[src/rtl/phy_cr_pkg.sv]
package phy_cr_pkg;
  localparam int NSTB = 4;

  // strobe index above the data field; the PHY decodes these positions
  typedef enum logic [1:0] {
    STB_ADDR = 2'd0,
    STB_DATA = 2'd1,
    STB_WR   = 2'd2,
    STB_RD   = 2'd3
  } stb_e;

  typedef enum logic [1:0] {
    OP_ADDR  = 2'd0,
    OP_WRITE = 2'd1,
    OP_READ  = 2'd2,
    OP_READ2 = 2'd3
  } op_e;

  typedef enum logic [1:0] {
    S_IDLE,
    S_RAISE,
    S_WHI,
    S_WLO
  } seq_st_e;
endpackage

[src/rtl/cr_ack_poll.sv]
module cr_ack_poll #(
  parameter int MAX_POLLS = 10,
  parameter int GAP_CYC   = 12500
) (
  input  logic clk_i,
  input  logic rst_ni,
  input  logic start_i,
  input  logic active_i,
  input  logic want_i,
  input  logic ack_i,
  output logic hit_o,
  output logic expire_o
);
  localparam int TW = (GAP_CYC > 1) ? $clog2(GAP_CYC) : 1;
  localparam int SW = $clog2(MAX_POLLS + 1);

  logic [TW-1:0] tmr_q;
  logic [SW-1:0] cnt_q;
  logic          sample;

  assign sample   = active_i && (tmr_q == '0);
  assign hit_o    = sample && (ack_i == want_i);
  assign expire_o = sample && !hit_o && (cnt_q == SW'(MAX_POLLS - 1));

  always_ff @(posedge clk_i or negedge rst_ni) begin
    if (!rst_ni) begin
      tmr_q <= '0;
      cnt_q <= '0;
    end else if (start_i) begin
      tmr_q <= '0;
      cnt_q <= '0;
    end else if (sample && !hit_o && !expire_o) begin
      cnt_q <= cnt_q + 1'b1;
      tmr_q <= TW'(GAP_CYC - 1);
    end else if (tmr_q != '0) begin
      tmr_q <= tmr_q - 1'b1;
    end
  end


  cnt_bound_chk: assert property (@(posedge clk_i) disable iff (!rst_ni)
    cnt_q < SW'(MAX_POLLS));


  gap_chk: assert property (@(posedge clk_i) disable iff (!rst_ni)
    (GAP_CYC > 1 && sample && !hit_o && !expire_o && !start_i) |=> !sample);
endmodule

[src/rtl/cr_word_reg.sv]
module cr_word_reg import phy_cr_pkg::*; #(
  parameter int DATA_W = 16
) (
  input  logic                   clk_i,
  input  logic                   rst_ni,
  input  logic                   din_load_i,
  input  logic [DATA_W-1:0]      din_i,
  input  logic [NSTB-1:0]        stb_set_i,
  input  logic                   stb_clr_i,
  output logic [DATA_W+NSTB-1:0] word_o
);
  logic [DATA_W-1:0] din_q;
  logic [NSTB-1:0]   stb_q;

  always_ff @(posedge clk_i or negedge rst_ni) begin
    if (!rst_ni)         din_q <= '0;
    else if (din_load_i) din_q <= din_i;
  end

  for (genvar g = 0; g < NSTB; g++) begin : g_stb
    always_ff @(posedge clk_i or negedge rst_ni) begin
      if (!rst_ni)           stb_q[g] <= 1'b0;
      else if (stb_clr_i)    stb_q[g] <= 1'b0;
      else if (stb_set_i[g]) stb_q[g] <= 1'b1;
    end
  end

  assign word_o = {stb_q, din_q};


  stb_onehot_chk: assert property (@(posedge clk_i) disable iff (!rst_ni)
    $onehot0(stb_q));
endmodule

[src/rtl/phy_cr_seq.sv]
module phy_cr_seq import phy_cr_pkg::*; #(
  parameter int DATA_W    = 16,
  parameter int MAX_POLLS = 10,
  parameter int GAP_CYC   = 12500,
  parameter int RST_BIT   = 0
) (
  input  logic                   clk_i,
  input  logic                   rst_ni,
  input  logic                   req_i,
  input  logic [1:0]             op_i,
  input  logic [DATA_W-1:0]      val_i,
  output logic                   done_o,
  output logic                   err_o,
  output logic [DATA_W-1:0]      rdata_o,
  output logic [DATA_W+NSTB-1:0] ctrl_o,
  input  logic [DATA_W-1:0]      dout_i,
  input  logic                   ack_i
);
  localparam int WR_IDX  = DATA_W + int'(STB_WR);
  localparam int STB_LSB = DATA_W;

  seq_st_e           st_q, st_d;
  stb_e              cur_q;
  logic              rstw_q;
  logic              done_q, err_q;
  logic [DATA_W-1:0] rdata_q;

  logic              din_load, stb_clr, poll_start, fin, fin_err;
  logic [NSTB-1:0]   stb_set;
  logic              hit, expire, want, active;

  function automatic stb_e first_stb(input logic [1:0] op);
    case (op)
      OP_ADDR:  return STB_ADDR;
      OP_WRITE: return STB_DATA;
      default:  return STB_RD;
    endcase
  endfunction

  assign want   = (st_q != S_WLO);
  assign active = (st_q == S_WHI) || (st_q == S_WLO);

  cr_ack_poll #(.MAX_POLLS(MAX_POLLS), .GAP_CYC(GAP_CYC)) u_poll (
    .clk_i, .rst_ni,
    .start_i (poll_start),
    .active_i(active),
    .want_i  (want),
    .ack_i,
    .hit_o   (hit),
    .expire_o(expire)
  );

  cr_word_reg #(.DATA_W(DATA_W)) u_word (
    .clk_i, .rst_ni,
    .din_load_i(din_load),
    .din_i     (val_i),
    .stb_set_i (stb_set),
    .stb_clr_i (stb_clr),
    .word_o    (ctrl_o)
  );

  always_comb begin
    st_d       = st_q;
    din_load   = 1'b0;
    stb_clr    = 1'b0;
    stb_set    = '0;
    poll_start = 1'b0;
    fin        = 1'b0;
    fin_err    = 1'b0;
    case (st_q)
      S_IDLE: if (req_i) begin
        stb_clr  = 1'b1;  // a held reset-write strobe is released here
        din_load = (op_i == OP_ADDR) || (op_i == OP_WRITE);
        st_d     = S_RAISE;
      end
      S_RAISE: begin
        stb_set = NSTB'(1) << cur_q;
        if (cur_q == STB_WR && rstw_q) begin
          fin  = 1'b1;    // PHY in reset cannot answer
          st_d = S_IDLE;
        end else begin
          poll_start = 1'b1;
          st_d       = S_WHI;
        end
      end
      S_WHI: if (hit) begin
        stb_clr    = 1'b1;
        poll_start = 1'b1;
        st_d       = S_WLO;
      end else if (expire) begin
        stb_clr = 1'b1;
        fin     = 1'b1;
        fin_err = 1'b1;
        st_d    = S_IDLE;
      end
      S_WLO: if (hit) begin
        if (cur_q == STB_DATA) st_d = S_RAISE;
        else begin
          fin  = 1'b1;
          st_d = S_IDLE;
        end
      end else if (expire) begin
        stb_clr = 1'b1;
        fin     = 1'b1;
        fin_err = 1'b1;
        st_d    = S_IDLE;
      end
      default: st_d = S_IDLE;
    endcase
  end

  always_ff @(posedge clk_i or negedge rst_ni) begin
    if (!rst_ni) begin
      st_q    <= S_IDLE;
      cur_q   <= STB_ADDR;
      rstw_q  <= 1'b0;
      done_q  <= 1'b0;
      err_q   <= 1'b0;
      rdata_q <= '0;
    end else begin
      st_q   <= st_d;
      done_q <= fin;
      err_q  <= fin_err;
      if (st_q == S_IDLE && req_i) begin
        cur_q  <= first_stb(op_i);
        rstw_q <= (op_i == OP_WRITE) && val_i[RST_BIT];
      end
      if (st_q == S_WLO && hit && cur_q == STB_DATA) cur_q <= STB_WR;
      if (st_q == S_WHI && hit && cur_q == STB_RD) rdata_q <= dout_i;
    end
  end

  assign done_o  = done_q;
  assign err_o   = err_q;
  assign rdata_o = rdata_q;


  done_pulse_chk: assert property (@(posedge clk_i) disable iff (!rst_ni)
    done_o |=> !done_o);


  err_with_done_chk: assert property (@(posedge clk_i) disable iff (!rst_ni)
    err_o |-> done_o);


  err_stb_low_chk: assert property (@(posedge clk_i) disable iff (!rst_ni)
    (done_o && err_o) |-> (ctrl_o[STB_LSB +: NSTB] == '0));


  rst_wr_chk: assert property (@(posedge clk_i) disable iff (!rst_ni)
    (done_o && !err_o && ctrl_o[WR_IDX]) |-> ctrl_o[RST_BIT]);


  busy_din_chk: assert property (@(posedge clk_i) disable iff (!rst_ni)
    (st_q != S_IDLE) |=> $stable(ctrl_o[DATA_W-1:0]));
endmodule

[config.mk]
export PLATFORM = sky130hd
export DESIGN_NAME = phy_cr_seq
export DESIGN_NICKNAME = d
export VERILOG_FILES = /design/src/rtl/phy_cr_pkg.sv /design/src/rtl/cr_ack_poll.sv /design/src/rtl/cr_word_reg.sv /design/src/rtl/phy_cr_seq.sv
export SDC_FILE = /design/constraint.sdc
export NUM_CORES = 1
export LEC_CHECK = 0
export ABC_AREA = 1
export BUFFER_PORTS_ARGS = -buffer_cell sky130_fd_sc_hd__buf_2
export CAP_MARGIN = 20
export CELL_PAD_IN_SITES_DETAIL_PLACEMENT = 1
export CELL_PAD_IN_SITES_GLOBAL_PLACEMENT = 2
export CORE_MARGIN = 2
export CORE_UTILIZATION = 33
export CTS_CLUSTER_DIAMETER = 120
export DETAILED_ROUTE_END_ITERATION = 10
export GPL_TIMING_DRIVEN = 0
export PLACE_DENSITY = 0.85
export SYNTH_ARGS = -nofsm -noshare
export SYNTH_HDL_FRONTEND = slang
export SYNTH_SLANG_ARGS = --single-unit
[constraint.sdc]
create_clock -name clk_i -period 5.3 [get_ports clk_i]
set_clock_uncertainty 0.2 [all_clocks]
set_input_delay 1.06 -clock clk_i [delete_from_list [all_inputs] [get_ports clk_i]]
set_output_delay 1.06 -clock clk_i [all_outputs]
set_load 0.01 [all_outputs]
==> results of run 1 <==
## worst max-delay path by stage
stage / startpoint / to / depth (start not counted)
finish: req_i / u_word.din_q[12]$_DFFE_PN0P_ / 7
global route: st_q[0]$_DFFE_PN0P_ / u_word.din_q[14]$_DFFE_PN0P_ / 8
CTS: req_i / u_word.din_q[12]$_DFFE_PN0P_ / 7
detailed placement: req_i / u_word.din_q[6]$_DFFE_PN0P_ / 7
global placement: req_i / u_word.din_q[13]$_DFFE_PN0P_ / 7
floorplan: req_i / u_word.din_q[10]$_DFFE_PN0P_ / 6
## state kept, by name (all words and copies together), names as in the netlist
signal,count
cur_q,2
u_word.word_o,4
u_poll.tmr_q,14
rdata_o,16
u_word.din_q,16
done_o,1
u_poll.cnt_q,4
rstw_q,1
st_q,2
err_o,1
## stage by stage
| stage | std cells | total power (W) | setup WS (ns) |
|---|---|---|---|
| finish | 564 | 0.00186 | 2.90 |
| CTS | 564 | 0.00190 | 2.84 |
| global route | 564 | 0.00204 | 2.60 |
| floorplan | 366 | 0.00121 | 3.04 |
| global placement | 549 | 0.00144 | 2.49 |
| detailed placement | 549 | 0.00146 | 2.49 |
## cell usage in the layout (no fill, tap or decap), drive strengths merged
master,n
nand2,135
buf,79
dfrtp,61
nor2,41
nand3,36
inv,32
clkbuf,14
ha,9
nor3,8
xor2,7
a21oi,6
clkinv,5
nand4,4
o21ai,4
o211ai,3
nand3b,3
xnor2,2
a2bb2oi,2
a31oi,1
a221oi,1
a21o,1
clkinvlp,1
bufinv,1
## power by group
group	leakage, nW	switching, W	internal [W]
registers	0.796	0.000101	0.000606
logic	1.23	0.000463	0.000268
clock network	0.101	0.000186	0.000239
total	2.13	0.000750	0.00111
## routing by layer
layer,global-route usage,up-vias
met5,0,-
met4,0.0727,0
met3,0.0295,10
met2,0.257,45
met1,0.226,1232
li1,-,1334
## worst min-delay path, stage by stage (launching register included)
cell	delay, ns
dfrtp_1	0.34
nand2_1	0.05
nand2_1	0.05
## layout make-up
| class | count | area, sq um | share of cell area |
|---|---|---|---|
| Clock inverter | 4 | 47.5 | 0.0128 |
| Tap cell | 108 | 135 | 0.0363 |
| Inverter | 35 | 133 | 0.0356 |
| Sequential cell | 61 | 1530 | 0.410 |
| Multi-Input combinational cell | 263 | 1310 | 0.352 |
| Timing Repair Buffer | 75 | 378 | 0.102 |
| Buffer | 7 | 40.0 | 0.0108 |
| Clock buffer | 11 | 151 | 0.0407 |
## cell families after synthesis
group | Yosys count | synth area share
compound gates | 18 | 0.0374
simple gates | 227 | 0.334
xor+xnor | 9 | 0.0262
fa+ha+maj | 9 | 0.0374
buf+inv | 42 | 0.0574
flops | 61 | 0.507
==> metrics.yaml, run 1 <==
outcome:
  status: "finished clean"
clocking:
  cts_tree: "done"
  clk_latency_ns: 0.34
  clockBufferDepth: 2
  cts-root-buf: "clkbuf_8"
  cts-htree-levels: 3
  cts-resized-gates: 0
  cts_setup_buffers: 0
  cts_hold_buf: 0
  cts.sinks: 61
  clk_pin_slew_ns: 0.07
  numCtsBuffers: 9
logic_synthesis:
  ys_types: 32
  synth_largest_area_cell: "dfrtp_1"
  synth.ff_latch_count: 61
  syn_inst: 366
  yosysWarnings: 0
  synth_edf_count: 0
  synthArstFlopShare: 1.00
  yosys-top-cells-count: "nand2_1 (131), dfrtp_1 (61), nand3_1 (35), nor2_1 (32), inv_1 (30)"
  yosysTopAreaCellShare: 0.507
  syn_area_sq_um: 3010
  synth-main-ff-cell: "dfrtp_1"
  syn_nets: 413
  ys_seq_area_frac: 0.507
  yosysMostFrequentCell: "nand2_1"
  syn-mean-instance-area_sq_um: 8.22
  synth.area.top_cells: "dfrtp_1 (51%), nand2_1 (16%), nand3_1 (5.8%)"
routing:
  vias_per_cell: 4.65
  num_vias: 2621
  drt-initial-drc-count: 86
  wl_met3_um: 242
  wl_per_cell_um: 13.4
  antenna_left: 0
  firstDrtPassIters: 4
  maxUsedRoutingLayer: "met4"
  wl_met2_um: 3580
  wl_um: 7580
  route.detailed.drc: 0
  wirelength_met1_um: 3620
timing:
  hold_slack_ns: 0.269
  min_period_over_period: 0.453
  tns_ns: 0
  slew_headroom: 0.471
  slew_violations: 0
  setup_viol: 0
  worst-slew-pin-transition_ns: 0.793
  max_freq_mhz: 417
  hold_violations: 0
  rsz0062_at_grt: "no"
  layout_min_cycle_time_ns: 2.40
setup_path:
  rr_startpoint: "st_q[1]$_DFFE_PN0P_"
  critPathMostFrequentCell: "nand2_1"
  crit_chain: "buf_2 > nand2_1 > nor2_2 > clkinv_1 > clkbuf_1 > nand2_1 > nand2_1"
  worstPathArrival_ns: 2.43
  slowest_delay_ns: 0.33
  crit_family: "buffers and inverters"
  end_kind: "flop"
  required_ns: 5.33
  cp_max_fo: 10
  worst-path-buf-inv: 3
  rrSetupSlack_ns: 2.95
  reg2reg_to: "u_word.din_q[12]$_DFFE_PN0P_"
  r2r_cells: 8
  critPathKind: "in -> reg"
  cpMaxStageDelayCell: "nor2_2"
  cp-start-kind: "primary input"
floorplanning:
  initial_utilization: 0.343
  ios: 76
  core-area_sq_um: 8760
  die_y_um: 99.5
  die_w_um: 99.5
  row_count: 34
  die-area_sq_um: 9900
job:
  drv_cap: 0
finish:
  fillers: 1101
  finalInstanceArea_sq_um: 3720
  final_core_util: 0.425
  diodes: 0
  fin_nets: 499
  final_layout_size_suffix_gt1_frac: 0.246
  area_growth_pct: 23.7
hold_path:
  hold_start: "rdata_o[5]$_DFFE_PN0P_"
  hold_depth: 2
  hold_path_class: "reg -> reg"
  min_to: "rdata_o[5]$_DFFE_PN0P_"
placement:
  dpl-instance-area_sq_um: 3520
  port_buffers: 75
  place.gp.congestion: 0.779
  hpwl_um: 5690
global_route:
  grt_pass1_wl_um: 12800
  grt_max_degree: 62
  grt_pass1_vias: 2635
  grt_util_all_layers: 0.165
  antenna_found_initial: 0
  grt_overflow: 0
power_and_ir_drop:
  power.density_nw_per_um2: 500
  power.leakage_nw: 2.13
  ir_drop_uv: 208
Power figures use the tool's default switching activity.
==> run 2, diff against run 1 <==
--- a/config.mk
+++ b/config.mk
@@ -11,11 +11,11 @@
 export CELL_PAD_IN_SITES_DETAIL_PLACEMENT = 1
 export CELL_PAD_IN_SITES_GLOBAL_PLACEMENT = 2
 export CORE_MARGIN = 2
-export CORE_UTILIZATION = 33
+export CORE_UTILIZATION = 30
 export CTS_CLUSTER_DIAMETER = 120
 export DETAILED_ROUTE_END_ITERATION = 10
 export GPL_TIMING_DRIVEN = 0
-export PLACE_DENSITY = 0.85
+export PLACE_DENSITY = 0.78
 export SYNTH_ARGS = -nofsm -noshare
 export SYNTH_HDL_FRONTEND = slang
 export SYNTH_SLANG_ARGS = --single-unit
==> constraint.sdc (replaced) <==
create_clock -name clk_i -period 2.5 [get_ports clk_i]
set_clock_uncertainty 0.2 [all_clocks]
set_input_delay 0.5 -clock clk_i [delete_from_list [all_inputs] [get_ports clk_i]]
set_output_delay 0.5 -clock clk_i [all_outputs]
set_load 0.01 [all_outputs]
==> run 2 against run 1 <==
Final area increased by 0.84%. Register-to-register slack got worse by 2.7 ns. Hold slack got worse by 0.25 ns. Final cell count increased by 4.4%.
==> metrics.yaml, run 2 (same netlist as run 1, synthesis figures left out) <==
outcome:
  status: "finished clean"
power_and_ir_drop:
  power.leakage_nw: 2.13  # about the same
  ir_drop_uv: 337  # +62%
  power.density_nw_per_um2: 1050  # +110%
routing:
  wl_per_cell_um: 13.2  # -1.5%
  wl_um: 7800  # +2.9%
  route.detailed.drc: 0  # unchanged
  antenna_left: 0  # unchanged
  num_vias: 2624  # +0.11%
  firstDrtPassIters: 4  # unchanged
  drt-initial-drc-count: 79  # -8.1%
  vias_per_cell: 4.46  # -4.1%
clocking:
  clk_pin_slew_ns: 0.07  # about the same
  numCtsBuffers: 9  # unchanged
  clk_latency_ns: 0.34  # about the same
  cts_setup_buffers: 0  # unchanged
  cts_hold_buf: 0  # unchanged
  cts.sinks: 61  # unchanged
  cts_tree: "done"
  clockBufferDepth: 2  # unchanged
  cts-htree-levels: 3  # unchanged
  cts-root-buf: "clkbuf_8"
  cts-resized-gates: 0  # unchanged
finish:
  final_cell_mix: "nand2_1 (131), buf_2 (76), dfrtp_1 (61), nand3_1 (35), nor2_1 (32)"
  regArea_sq_um: 1530  # unchanged
  area_growth_pct: 24.7
  fillers: 1229  # +12%
  multi_input_area_sq_um: 1320  # +0.38%
  fin_nets: 499  # unchanged
  final_layout_size_suffix_gt1_frac: 0.246  # unchanged
  final_cells: 589  # +4.4%
  final_common_cell: "nand2_1"
  diodes: 0  # unchanged
setup_path:
  slowest_delay_ns: 0.42  # +0.09 ns
  required_ns: 2.53  # -2.80 ns
  critPathKind: "reg -> reg"
  end_kind: "flop"
  cp_max_fo: 10  # unchanged
  worstPathArrival_ns: 2.30  # -0.13 ns
  cp-start-kind: "flop"
  crit_chain: "inv_1 > ha_1 > nand2_1 > nor2_4 > clkinvlp_4 > clkbuf_1 > nand2_1 > nand2_1"
  worst-path-buf-inv: 3  # unchanged
  critPathMostFrequentCell: "nand2_1"
  cpMaxStageDelayCell: "dfrtp_1"
  crit_family: "simple AND/OR/NAND/NOR gates"
floorplanning:
  core-area_sq_um: 9770  # +12%
  die_w_um: 104  # +4.7%
  die-area_sq_um: 10800  # +9.6%
  initial_utilization: 0.308  # -0.0355
  row_count: 36  # +5.9%
  die_y_um: 104  # +4.7%
  ios: 76  # unchanged
global_route:
  grt_overflow: 0  # unchanged
  grt_util_all_layers: 0.156  # -0.00880
  grt_pass1_wl_um: 13500  # +5.6%
  grt_max_degree: 62  # unchanged
  grt_pass1_vias: 2803  # +6.4%
  antenna_found_initial: 0  # unchanged
timing:
  worst-slew-pin-transition_ns: 0.792  # -0.00120 ns
  min_period_over_period: 0.908
  slew_violations: 0  # unchanged
  hold_violations: 0  # unchanged
  tns_ns: 0  # unchanged
  slew_headroom: 0.472  # +0.000798
  rsz0062_at_grt: "no"
  setup_viol: 0  # unchanged
  hold_slack_ns: 0.0235  # -0.246 ns
  max_freq_mhz: 440
  layout_min_cycle_time_ns: 2.27
placement:
  dp_cells: 574  # +4.6%
  port_buffers: 75  # unchanged
  hpwl_um: 5840  # +2.6%
  place.gp.congestion: 0.749  # -3.9%
hold_path:
  hold_path_class: "in -> async"
job:
  drv_cap: 0  # unchanged
run 2: layer usage:
metal / vias to the layer above / track usage / routed length (um)
met4: 0 / 0.0695 / 143
met3: 11 / 0.0282 / 230
met1: 1244 / 0.200 / 3680
met2: 47 / 0.258 / 3740
met5: - / 0 / 0
li1: 1322 / - / -
run 2: area by class of cell:
| type | instances | share of cell area |
|---|---|---|
| Multi-Input combinational cell | 263 | 0.350 |
| Buffer | 7 | 0.0107 |
| Sequential cell | 61 | 0.407 |
| Clock inverter | 4 | 0.0130 |
| Inverter | 35 | 0.0363 |
| Clock buffer | 11 | 0.0377 |
| Tap cell | 133 | 0.0443 |
| Timing Repair Buffer | 75 | 0.101 |
run 2: metrics by stage:
stage          setup slack [ns]  area [sq um]  total power, W   util
2_1_floorplan             0.617          3010         0.00256      -
3_3_place_gp             0.0867          3550         0.00307  0.363
3_5_place_dp             0.0286          3550         0.00311  0.364
4_1_cts                  0.0109          3740         0.00400  0.383
5_1_grt                  0.0278          3750         0.00431  0.384
6_report                  0.230          3750         0.00394  0.384
run 2: power by group:
group          switching, W  total [W]  internal, W
registers          0.000212    0.00150      0.00128
logic               0.00100    0.00157     0.000569
clock network      0.000391   0.000871     0.000481
run 2: worst paths after layout:
path / start / end / slack [ns] / cells past startpoint
min in group clk_i: val_i[12] / u_word.din_q[12]$_DFFE_PN0P_ / 0.15 / 3
worst min-delay path: rst_ni / u_poll.cnt_q[2]$_DFFE_PN0P_ / 0.02 / 1
max in group asynchronous: rst_ni / u_poll.tmr_q[5]$_DFFE_PN0P_ / 1.54 / 1
worst min register to register: u_word.din_q[2]$_DFFE_PN0P_ / u_word.din_q[2]$_DFFE_PN0P_ / 0.27 / 2
worst max register to register: st_q[1]$_DFFE_PN0P_ / u_word.din_q[5]$_DFFE_PN0P_ / 0.23 / 8
worst max-delay path: st_q[1]$_DFFE_PN0P_ / u_word.din_q[5]$_DFFE_PN0P_ / 0.23 / 8
run 2: worst reg2reg max path, cell delays in order (launching register included):
cell	delay (ns)
dfrtp_1	0.42
inv_1	0.15
ha_1	0.19
nand2_1	0.20
nor2_4	0.30
clkinvlp_4	0.24
clkbuf_1	0.29
nand2_1	0.12
nand2_1	0.06
